==> config.mk <==
export PLATFORM = sky130hd
export DESIGN_NAME = xcvr_pwr_seq
export DESIGN_NICKNAME = d
export VERILOG_FILES = /design/src/rtl/xps_pkg.sv /design/src/rtl/xps_timer.sv /design/src/rtl/xps_fsm.sv /design/src/rtl/xps_pindrv.sv /design/src/rtl/xcvr_pwr_seq.sv
export SDC_FILE = /design/constraint.sdc
export NUM_CORES = 1
export LEC_CHECK = 0
export ABC_CLOCK_PERIOD_IN_PS = 7900
export BUFFER_PORTS_ARGS = -buffer_cell sky130_fd_sc_hd__buf_2
export CAP_MARGIN = 20
export CELL_PAD_IN_SITES_DETAIL_PLACEMENT = 1
export CELL_PAD_IN_SITES_GLOBAL_PLACEMENT = 1
export CORE_ASPECT_RATIO = 0.5
export CORE_MARGIN = 1
export CORE_UTILIZATION = 44
export DETAILED_ROUTE_END_ITERATION = 6
export PLACE_DENSITY_LB_ADDON = 0.1
export SYNTH_ARGS = -nofsm -noshare
export SYNTH_HDL_FRONTEND = slang
export SYNTH_SLANG_ARGS = --single-unit
==> constraint.sdc <==
create_clock -name clk -period 7.9 [get_ports clk]
set_clock_uncertainty 0.2 [all_clocks]
set_input_delay 1.58 -clock clk [delete_from_list [all_inputs] [get_ports clk]]
set_output_delay 1.58 -clock clk [all_outputs]
set_load 0.01 [all_outputs]
==> src/rtl/xps_pkg.sv <==
package xps_pkg;

  typedef enum logic [3:0] {
    ST_IDLE,
    ST_O_PARK,
    ST_O_PWR,
    ST_C_LOW,
    ST_C_OFF,
    ST_C_PRE,
    ST_C_SETTLE,
    ST_C_EXTRA,
    ST_K_OFF,
    ST_K_PARK
  } seq_st_e;

  typedef enum logic [1:0] {
    OP_CYCLE = 2'd0,
    OP_RESET = 2'd1,
    OP_OPEN  = 2'd2,
    OP_CLOSE = 2'd3
  } seq_op_e;

  // oe bit order: 0 mosi, 1 sclk, 2 sel_n, 3 slp_tr
  typedef struct packed {
    logic       vdd_off;
    logic       slp_tr;
    logic       sel_n;
    logic       sclk;
    logic       mosi;
    logic [3:0] oe;
  } pin_set_t;

  localparam pin_set_t PINS_PARKED = '{vdd_off: 1'b1, slp_tr: 1'b0, sel_n: 1'b0,
                                       sclk: 1'b0, mosi: 1'b0, oe: 4'h0};

  function automatic int max2(input int a, input int b);
    return (a > b) ? a : b;
  endfunction

endpackage

==> src/rtl/xps_timer.sv <==
module xps_timer #(
  parameter int CNT_W = 8
) (
  input  logic             clk,
  input  logic             rst_n,
  input  logic             load,
  input  logic [CNT_W-1:0] load_val,
  output logic             expired
);

  logic [CNT_W-1:0] cnt_q;
  logic [CNT_W-1:0] cnt_d;
  logic             cnt_en;

  always_comb begin
    cnt_en = load || (cnt_q != '0);
    if (load) cnt_d = load_val;
    else      cnt_d = cnt_q - 1'b1;
  end

  always_ff @(posedge clk or negedge rst_n) begin
    if (!rst_n)      cnt_q <= '0;
    else if (cnt_en) cnt_q <= cnt_d;
  end

  assign expired = (cnt_q == '0);

endmodule

==> src/rtl/xps_fsm.sv <==
module xps_fsm
  import xps_pkg::*;
#(
  parameter int T_DISCH    = 16,
  parameter int T_PRECH    = 4,
  parameter int T_SETTLE   = 4,
  parameter int T_EXTRA    = 4,
  parameter int T_OPEN_PRE = 4,
  parameter int T_OPEN_PWR = 4,
  parameter int CNT_W      = 8
) (
  input  logic             clk,
  input  logic             rst_n,
  input  logic             start,
  input  logic [1:0]       op,
  input  logic             expired,
  output seq_st_e          st_q,
  output seq_st_e          st_d,
  output logic             full_q,
  output logic             load,
  output logic [CNT_W-1:0] load_val,
  output logic             done_q
);

  seq_op_e op_e;
  logic    full_d;
  logic    full_en;
  logic    done_d;
  logic    timed;
  int      dly;

  assign op_e = seq_op_e'(op);

  // next state
  always_comb begin
    st_d = st_q;
    unique case (st_q)
      ST_IDLE: begin
        if (start) begin
          unique case (op_e)
            OP_CYCLE, OP_RESET: st_d = ST_C_LOW;
            OP_OPEN:            st_d = ST_O_PARK;
            default:            st_d = ST_K_OFF;
          endcase
        end
      end
      ST_O_PARK:   if (expired) st_d = ST_O_PWR;
      ST_O_PWR:    if (expired) st_d = ST_C_LOW;
      ST_C_LOW:    st_d = ST_C_OFF;
      ST_C_OFF:    if (expired) st_d = ST_C_PRE;
      ST_C_PRE:    if (expired) st_d = ST_C_SETTLE;
      ST_C_SETTLE: if (expired) st_d = full_q ? ST_C_EXTRA : ST_IDLE;
      ST_C_EXTRA:  if (expired) st_d = ST_IDLE;
      ST_K_OFF:    st_d = ST_K_PARK;
      ST_K_PARK:   st_d = ST_IDLE;
      default:     st_d = ST_IDLE;
    endcase
  end

  // delay of the state being entered
  always_comb begin
    timed = 1'b1;
    unique case (st_d)
      ST_O_PARK:   dly = T_OPEN_PRE;
      ST_O_PWR:    dly = T_OPEN_PWR;
      ST_C_OFF:    dly = T_DISCH;
      ST_C_PRE:    dly = T_PRECH;
      ST_C_SETTLE: dly = T_SETTLE;
      ST_C_EXTRA:  dly = T_EXTRA;
      default: begin
        dly   = 1;
        timed = 1'b0;
      end
    endcase
    load     = timed && (st_d != st_q);
    load_val = CNT_W'(dly - 1);
  end

  assign full_en = (st_q == ST_IDLE) && start;
  assign full_d  = (op_e != OP_CYCLE);
  assign done_d  = (st_q != ST_IDLE) && (st_d == ST_IDLE);

  always_ff @(posedge clk or negedge rst_n) begin
    if (!rst_n) begin
      st_q   <= ST_IDLE;
      done_q <= 1'b0;
    end else begin
      st_q   <= st_d;
      done_q <= done_d;
    end
  end

  always_ff @(posedge clk or negedge rst_n) begin
    if (!rst_n)       full_q <= 1'b0;
    else if (full_en) full_q <= full_d;
  end

endmodule

==> src/rtl/xps_pindrv.sv <==
module xps_pindrv
  import xps_pkg::*;
(
  input  logic     clk,
  input  logic     rst_n,
  input  seq_st_e  st_d,
  output pin_set_t pins_q
);

  pin_set_t pins_d;
  logic     pins_en;

  always_comb begin
    pins_d = pins_q;
    unique case (st_d)
      ST_O_PARK:   pins_d = '{vdd_off: 1'b1, slp_tr: 1'b0, sel_n: 1'b1,
                              sclk: 1'b0, mosi: 1'b0, oe: 4'hF};
      ST_O_PWR:    pins_d = '{vdd_off: 1'b0, slp_tr: 1'b0, sel_n: 1'b1,
                              sclk: 1'b0, mosi: 1'b0, oe: 4'hF};
      ST_C_LOW:    pins_d = '{vdd_off: pins_q.vdd_off, slp_tr: 1'b0, sel_n: 1'b0,
                              sclk: 1'b0, mosi: 1'b0, oe: 4'hF};
      ST_C_OFF:    pins_d = '{vdd_off: 1'b1, slp_tr: 1'b0, sel_n: 1'b0,
                              sclk: 1'b0, mosi: 1'b0, oe: 4'hF};
      ST_C_PRE:    pins_d = '{vdd_off: 1'b1, slp_tr: 1'b0, sel_n: 1'b1,
                              sclk: 1'b0, mosi: 1'b1, oe: 4'hF};
      ST_C_SETTLE,
      ST_C_EXTRA:  pins_d = '{vdd_off: 1'b0, slp_tr: 1'b0, sel_n: 1'b1,
                              sclk: 1'b0, mosi: 1'b1, oe: 4'hF};
      ST_K_OFF:    pins_d.vdd_off = 1'b1;
      ST_K_PARK:   pins_d = PINS_PARKED;
      default:     pins_d = pins_q;
    endcase
  end

  assign pins_en = (st_d != ST_IDLE);

  always_ff @(posedge clk or negedge rst_n) begin
    if (!rst_n)       pins_q <= PINS_PARKED;
    else if (pins_en) pins_q <= pins_d;
  end

endmodule

==> src/rtl/xcvr_pwr_seq.sv <==
module xcvr_pwr_seq
  import xps_pkg::*;
#(
  parameter int T_DISCH    = 12_500_000,
  parameter int T_PRECH    = 1_250_000,
  parameter int T_SETTLE   = 1_250_000,
  parameter int T_EXTRA    = 1_250_000,
  parameter int T_OPEN_PRE = 1_250_000,
  parameter int T_OPEN_PWR = 1_250_000
) (
  input  logic       clk,
  input  logic       rst_n,
  input  logic       start,
  input  logic [1:0] op,
  output logic       busy,
  output logic       done,
  output logic       vdd_off,
  output logic       mosi,
  output logic       sclk,
  output logic       sel_n,
  output logic       slp_tr,
  output logic [3:0] pin_oe
);

  localparam int MAX_DLY = max2(max2(max2(T_DISCH, T_PRECH), max2(T_SETTLE, T_EXTRA)),
                                max2(T_OPEN_PRE, T_OPEN_PWR));
  localparam int CNT_W   = $clog2(MAX_DLY + 1);

  seq_st_e          st_q;
  seq_st_e          st_d;
  logic             full_q;
  logic             load;
  logic [CNT_W-1:0] load_val;
  logic             expired;
  logic             done_q;
  pin_set_t         pins_q;

  xps_fsm #(
    .T_DISCH   (T_DISCH),
    .T_PRECH   (T_PRECH),
    .T_SETTLE  (T_SETTLE),
    .T_EXTRA   (T_EXTRA),
    .T_OPEN_PRE(T_OPEN_PRE),
    .T_OPEN_PWR(T_OPEN_PWR),
    .CNT_W     (CNT_W)
  ) u_fsm (
    .clk     (clk),
    .rst_n   (rst_n),
    .start   (start),
    .op      (op),
    .expired (expired),
    .st_q    (st_q),
    .st_d    (st_d),
    .full_q  (full_q),
    .load    (load),
    .load_val(load_val),
    .done_q  (done_q)
  );

  xps_timer #(
    .CNT_W(CNT_W)
  ) u_timer (
    .clk     (clk),
    .rst_n   (rst_n),
    .load    (load),
    .load_val(load_val),
    .expired (expired)
  );

  xps_pindrv u_pins (
    .clk   (clk),
    .rst_n (rst_n),
    .st_d  (st_d),
    .pins_q(pins_q)
  );

  assign busy    = (st_q != ST_IDLE);
  assign done    = done_q;
  assign vdd_off = pins_q.vdd_off;
  assign mosi    = pins_q.mosi;
  assign sclk    = pins_q.sclk;
  assign sel_n   = pins_q.sel_n;
  assign slp_tr  = pins_q.slp_tr;
  assign pin_oe  = pins_q.oe;

endmodule

==> impl_metrics.tcl, run 1 <==
set metrics [dict create \
    status "complete, no violations" \
    crit_top_cell "nand2_1" \
    worstSetupStartpointType "flip-flop" \
    grt-ovfl-total 0 \
    core_region_area_um2 4616 \
    wl_per_cell_um 19.33 \
    drtAntennaViolNets 0 \
    hpwl_um 4529 \
    cap_violations 0 \
    die_area_um2 5330 \
    critical_path_class "reg -> reg" \
    synth_mux_area_share_pct 2.999 \
    yosysWarnings 0 \
    fmax_ghz 0.1783 \
    rsz0062_at_grt "false" \
    synth_top_family_by_area "simple AND/OR/NAND/NOR gates" \
    grt.total_usage_pct 27.08 \
    setup_viol 0 \
    cts_tree "yes" \
    worstPathRequired_ns 7.91 \
    path_clk_slew_ns 0.08 \
    grt_pass1_wl_um 10490 \
    ir_drop_uv 130.7 \
    drt_iter0_drc 119 \
    p_total_uw 645.8 \
    firstDrtPassIters 4 \
    rows 17 \
    cp.arrival_ns 5.62 \
    async_flop_share_pct 100.0 \
    via_per_inst 6.190 \
    maxSlewHeadroom_pct 42.01 \
    drv_slew 0 \
    grt_pass1_vias 2039 \
    syn_avg_cell_area_um2 8.704 \
    area_growth_pct 7.074 \
    finalSetupTns_ns 0 \
    clock_latency_ns 0.30 \
    hold_buffers 0 \
    htree_num_levels 2 \
    critPathTopFamily "simple AND/OR/NAND/NOR gates" \
    fin_crit_sh_pct 71.00 \
    grt_max_degree 35 \
    root_buffer "clkbuf_8" \
    hold_path_class "reg -> reg" \
    synth_top_flop_cell "dfrtp_1" \
    place_ws_ns 2.086 \
    io_pins 16 \
    syn_inst 254 \
    finalCriticalPeriod_ns 5.609 \
    cts.repair.resized 0 \
    antennaDiodeCount 0 \
    clock-sinks 34 \
    post-route-drc-count 0 \
    ctsLongestPathBuffers 2 \
    crit_path_top_delay_cell "nor2_2" \
    vias 2018 \
    setup_ws_ns 2.291 \
    whs_ns 0.3230 \
    port_buffers 13 \
    crit_fanout 19 \
    power_per_cell_area_nw_per_um2 272.8 \
    die_w_um 102.2 \
    netlist_area_um2 2211 \
    path_cells "nor4_1, nand4_1, nor2_2, a211o_1, nor3_2, or3_1, nand2_1, ha_1, nand2_1, or2_1, a211o_4, or4_4, mux2i_1" \
    numCtsBuffers 5 \
    die_height_um 52.13 \
    place_congestion 0.8221 \
    post_synth_num_cell_types 66 \
    synthSimpleGateAreaFrac_pct 28.69 \
    post_cts_buffers 0 \
    tightest_slew_ns 0.8607 \
    initial_core_util_pct 47.90 \
    antenna_found_initial 0 \
    endpoint_kind "flip-flop" \
    layout-drive-gt1-share_pct 17.69 \
    hold_viol 0 \
    synth_compound_area_share_pct 21.68 \
    synth_edf_count 0 \
    placed_area_um2 2276 \
    synth-xor-area-share_pct 1.585 \
    wl_um 6303 \
    worst-path-buf-inv 0 \
    yosys.area_share.adder_pct 0.5659 \
    ys_seq_elements 34 \
    power.static_leakage_nw 0.9258 \
    yosysSeqAreaShare_pct 38.54 \
    slowest_delay_ns 0.72 \
    layout.nets 265 \
    design_area_um2 2367 \
]
[registers in the layout, summed over array words and instances, names as in the netlist]
register and flops:
u_timer.cnt_q 24, u_fsm.full_q 1, u_fsm.st_q 4, u_pins.pins_q 4, u_fsm.done_q 1
[kinds of logic after synthesis]
logic type	count (synthesis)
compound gates	64
buf+inv	26
flops	34
mux	6
xor+xnor	4
fa+ha+maj	1
other cells	1
simple gates	118
[where the power goes]
part / switching (mW) / leakage [nW] / internal [mW] / total [mW]
Clock: 0.0696 / 0.0482 / 0.0704 / 0.140
Sequential: 0.0641 / 0.393 / 0.228 / 0.293
Combinational: 0.120 / 0.484 / 0.0929 / 0.213
Total: 0.254 / 0.926 / 0.392 / 0.646
[final timing paths]
kind / end / cells after the start / from / slack (ns)
worst max-delay path: u_timer.cnt_q[20]$_DFFE_PN0P_ / 13 / u_timer.cnt_q[4]$_DFFE_PN0P_ / 2.29
max in group asynchronous: u_timer.cnt_q[9]$_DFFE_PN0P_ / 1 / rst_n / 5.80
worst min-delay path: u_timer.cnt_q[14]$_DFFE_PN0P_ / 1 / u_timer.cnt_q[14]$_DFFE_PN0P_ / 0.32
worst max register to register: u_timer.cnt_q[20]$_DFFE_PN0P_ / 13 / u_timer.cnt_q[4]$_DFFE_PN0P_ / 2.29
min in group asynchronous: u_fsm.full_q$_DFFE_PN0P_ / 1 / rst_n / 1.17
worst min register to register: u_timer.cnt_q[14]$_DFFE_PN0P_ / 1 / u_timer.cnt_q[14]$_DFFE_PN0P_ / 0.32
[through the flow]
stage	utilization, %	instances
after detailed placement	49.31	318
after global placement	49.31	318
final	51.29	326
after CTS	51.29	326
after global routing	51.29	326
after floorplan	-	255
[routing by layer]
metal	GRT usage (%)	part of all wire, %	vias to the layer above
met5	0	0	-
met4	7.143	0.63	0
met3	6.586	5.3	5
met2	41.28	44	49
met1	38.40	50	1017
li1	-	-	947
[cell usage in the layout (no fill, tap or decap), types with 2 or more instances in the layout]
master / count
a2111oi_0: 2
a211o_1: 2
a211o_2: 2
a211oi_1: 4
a21oi_1: 16
a311oi_1: 3
a31oi_1: 2
and2_0: 2
buf_2: 13
clkbuf_8: 6
conb_1: 2
dfrtp_1: 33
inv_1: 9
mux2i_1: 4
nand2_1: 26
nand3_1: 5
nand3b_1: 3
nand4_1: 3
nor2_1: 25
nor3_1: 14
nor4_1: 5
o211ai_1: 2
o21a_1: 4
o21ai_0: 10
o311ai_0: 2
o31ai_1: 3
or2_2: 4
or3_1: 11
or4_4: 3
xor2_1: 3
[layout make-up]
| cell class | instances | area, µm² |
|---|---|---|
| clock inverter | 1 | 5.005 |
| inverter | 9 | 33.78 |
| multi-input combinational | 195 | 1235 |
| clock buffer | 7 | 86.33 |
| sequential | 34 | 852.1 |
| timing repair buffer | 14 | 72.57 |
| fill | 569 | 2248 |
| tap | 66 | 82.58 |
[Yosys cell counts (all sizes together), types with 2 or more instances]
cell	n	share of area [%]
nand2	26	4.4
inv	9	1.5
a21oi	16	3.6
and3	2	0.62
nor2	26	4.5
nor3	15	3.6
or3b	2	0.79
mux2	2	1.2
o21a	4	1.4
o31ai	5	2.5
a211oi	4	1.4
nand4	3	0.85
and2	3	0.85
o21ai	10	2.3
dfrtp	33	37
o311ai	2	0.79
or2	5	1.4
a311oi	3	1.2
o211ai	3	1.2
xor2	3	1.2
buf	9	2.9
clkbuf	8	1.4
a31oi	2	0.57
nor4	5	1.4
or3	12	3.6
a211o	5	2.5
a2111oi	2	0.79
nand3b	3	1.0
and4	2	0.85
mux2i	4	1.8
or4	5	2.3
nand3	5	1.1
No activity file was read; power rests on OpenSTA's default activity.
==> inputs of run 2 (changes only) <==
- ABC_AREA: default -> 1
- ABC_CLOCK_PERIOD_IN_PS: 7900 -> 5100
- CORE_UTILIZATION: 44 -> 39
- clock period: 7.9 -> 5.1 ns (I/O delays scaled with it)
==> run 2 against run 1 <==
Compared with the run above:
- core utilization down 5.1 points
- critical endpoint is now u_timer.cnt_q[22]$_DFFE_PN0P_
- final cell count grew 35%
- global-route usage fell by 3.2 points
- worst hold slack improved by 0.0044 ns
- fmax up 42%
- worst setup slack worse by 1.2 ns
- wire length is 12% higher
- highest routed layer unchanged
- critical path depth up 6
- synthesized cell count is 39% higher
==> impl_metrics.tcl, run 2 <==
set metrics [dict create \
    status "complete, no violations" \
    crit_start "u_timer.cnt_q[13]$_DFFE_PN0P_" \
    maxSlewHeadroom_pct 46.06 \
    die_height_um 57.34 \
    core_region_area_um2 5682 \
    fillers 768 \
    hold_path_class "reg -> reg" \
    layout-drive-gt1-share_pct 18.85 \
    firstDrtPassIters 4 \
    hold_viol 0 \
    endpoint_kind "flip-flop" \
    place_congestion 0.8402 \
    yosysTopAreaCellShare_pct 34.57 \
    finalSetupTns_ns 0 \
    port_buffers 13 \
    htree_num_levels 2 \
    die_w_um 112.7 \
    tightest_slew_ns 0.8091 \
    die_area_um2 6460 \
    yosys.area.top_type "dfrtp_1" \
    numCtsBuffers 5 \
    setup_viol 0 \
    grt_pass1_vias 2289 \
    r2r_start "u_timer.cnt_q[13]$_DFFE_PN0P_" \
    drtAntennaViolNets 0 \
    initial_core_util_pct 42.04 \
    syn_inst 354 \
    top_register "u_timer.cnt_q" \
    cap_violations 0 \
    synth_top_flop_cell "dfrtp_1" \
    yosysSeqAreaShare_pct 35.67 \
    crit_fanout 31 \
    vias 2293 \
    antenna_found_initial 0 \
    cts_tree "yes" \
    grt_max_degree 35 \
    wl_per_cell_um 16.09 \
    netlist_area_um2 2389 \
    async_flop_share_pct 100.0 \
    largest_reg_flops 24 \
    post-route-drc-count 0 \
    cp.arrival_ns 3.95 \
    area_growth_pct 9.848 \
    synth_area_leaders "dfrtp_1 35%, nand2_1 15%, nor2_1 9.7%" \
    rsz0062_at_grt "false" \
    rrSetupSlack_ns 1.14 \
    antennaDiodeCount 0 \
    fin_crit_sh_pct 77.66 \
    synth_most_common_cell "nand2_1" \
    drt_iter0_drc 91 \
    post_synth_num_cell_types 35 \
    via_per_inst 5.223 \
    final_cell_mix "96 x nand2_1, 62 x nor2_1, 33 x inv_1, 33 x dfrtp_1, 25 x nand3_1" \
    drv_slew 0 \
    path_clk_slew_ns 0.06 \
    layout.nets 371 \
    ys_seq_elements 34 \
    grt_pass1_wl_um 11590 \
    grt.total_usage_pct 23.89 \
    ctsLongestPathBuffers 2 \
    synth_edf_count 0 \
    grt-ovfl-total 0 \
    clock-sinks 34 \
    hpwl_um 5271 \
    root_buffer "clkbuf_16" \
    rows 19 \
    wl_um 7063 \
    critical_path_class "reg -> reg" \
    worstSetupStartpointType "flip-flop" \
    syn_avg_cell_area_um2 6.747 \
    whs_path_depth 2 \
    hold_end "u_pins.pins_q[4]$_DFFE_PN0P_" \
    io_pins 16 \
    worstPathRequired_ns 5.08 \
    largest_registers "u_timer.cnt_q: 24 flops, u_fsm.st_q: 4 flops, u_pins.pins_q: 4 flops" \
    fmax_ghz 0.2525 \
    synth_common_cells "96 x nand2_1, 62 x nor2_1, 33 x dfrtp_1, 33 x inv_1, 25 x nand3_1" \
    holdCritStartpoint "u_pins.pins_q[4]$_DFFE_PN0P_" \
    finalCriticalPeriod_ns 3.961 \
    clock_latency_ns 0.29 \
    cts.repair.resized 0 \
    yosysWarnings 0 \
    layout_commonest_cell "nand2_1" \
    post_cts_buffers 0 \
    hold_buffers 0 \
    reg2reg_to "u_timer.cnt_q[22]$_DFFE_PN0P_" \
    r2r.worst_path.cells 19 \
]
## run 2: cell count changes after synthesis, moves of 11 or more
cell     change
inv_2       +11
or3_1       -11
nand3_1     +20
inv_1       +24
nand2_1     +70
nor2_1      +37
## run 2: critical path, cell delays in order, from the launching register on
cell	delay (ns)
dfrtp_1	0.41
nor2_1	0.15
nand2_1	0.07
nor2_1	0.27
nand3_2	0.21
a21oi_2	0.17
nand2_1	0.12
a21oi_4	0.20
nand3_2	0.12
nand3_2	0.11
nand2_2	0.40
nand2_1	0.27
ha_1	0.20
nand2_1	0.12
nor2_1	0.15
nand2_1	0.16
nor2_1	0.31
nand3b_1	0.12
nand2_1	0.07
inv_1	0.03
## run 2: area by class of cell
type                       instances  area [µm²]  area share, %
multi-input combinational        267        1299          49.50
sequential                        34       852.1          32.47
inverter                          44       165.2          6.295
clock buffer                       6       138.9          5.293
tap                               73       91.34          3.481
timing repair buffer              13       65.06          2.480
clock inverter                     2       12.51         0.4769
## run 2: cell families after synthesis
family	after synthesis	synth area share (%)
adder cells (fa/ha/maj)	1	0.5238
AO/OA/AOI/OAI	37	9.848
buffers and inverters	54	10.11
flip-flops	34	35.67
AND/OR/NAND/NOR	223	42.22
other	1	0.1570
XOR/XNOR	4	1.467
## run 2: through the flow
| step | instance area [µm²] | worst slack (ns) | hold slack [ns] | utilization (%) | cells |
|---|---|---|---|---|---|
| 2_1_floorplan | 2392 | 1.840 | 0.2779 | - | 355 |
| 3_5_place_dp | 2472 | 1.048 | 0.3155 | 43.51 | 431 |
| 3_3_place_gp | 2472 | 1.223 | 0.3048 | 43.51 | 431 |
| 6_report | 2624 | 1.139 | 0.3275 | 46.18 | 439 |
| 5_1_grt | 2624 | 0.7989 | 0.3658 | 46.18 | 439 |
| 4_1_cts | 2624 | 1.171 | 0.3295 | 46.18 | 439 |
## run 2: worst max-delay path by stage
stage | endpoint
detailed placement | u_timer.cnt_q[22]$_DFFE_PN0P_
floorplan | u_timer.cnt_q[12]$_DFFE_PN0P_
global route | u_timer.cnt_q[22]$_DFFE_PN0P_
CTS | u_timer.cnt_q[22]$_DFFE_PN0P_
finish | u_timer.cnt_q[22]$_DFFE_PN0P_
global placement | u_timer.cnt_q[22]$_DFFE_PN0P_
## run 2: per-layer routing
layer	share of wire, %	wire length, µm	global-route usage [%]	up-vias
met3	4.3	306	5.101	11
met2	44	3074	38.18	41
li1	-	-	-	1136
met5	0	0	0	-
met1	51	3595	32.96	1105
met4	1.2	88	6.857	0
Power of run 2 is left out: the tool's default activity adds up to more than one toggle a clock period on the data nets, which glitch-free logic cannot reach.
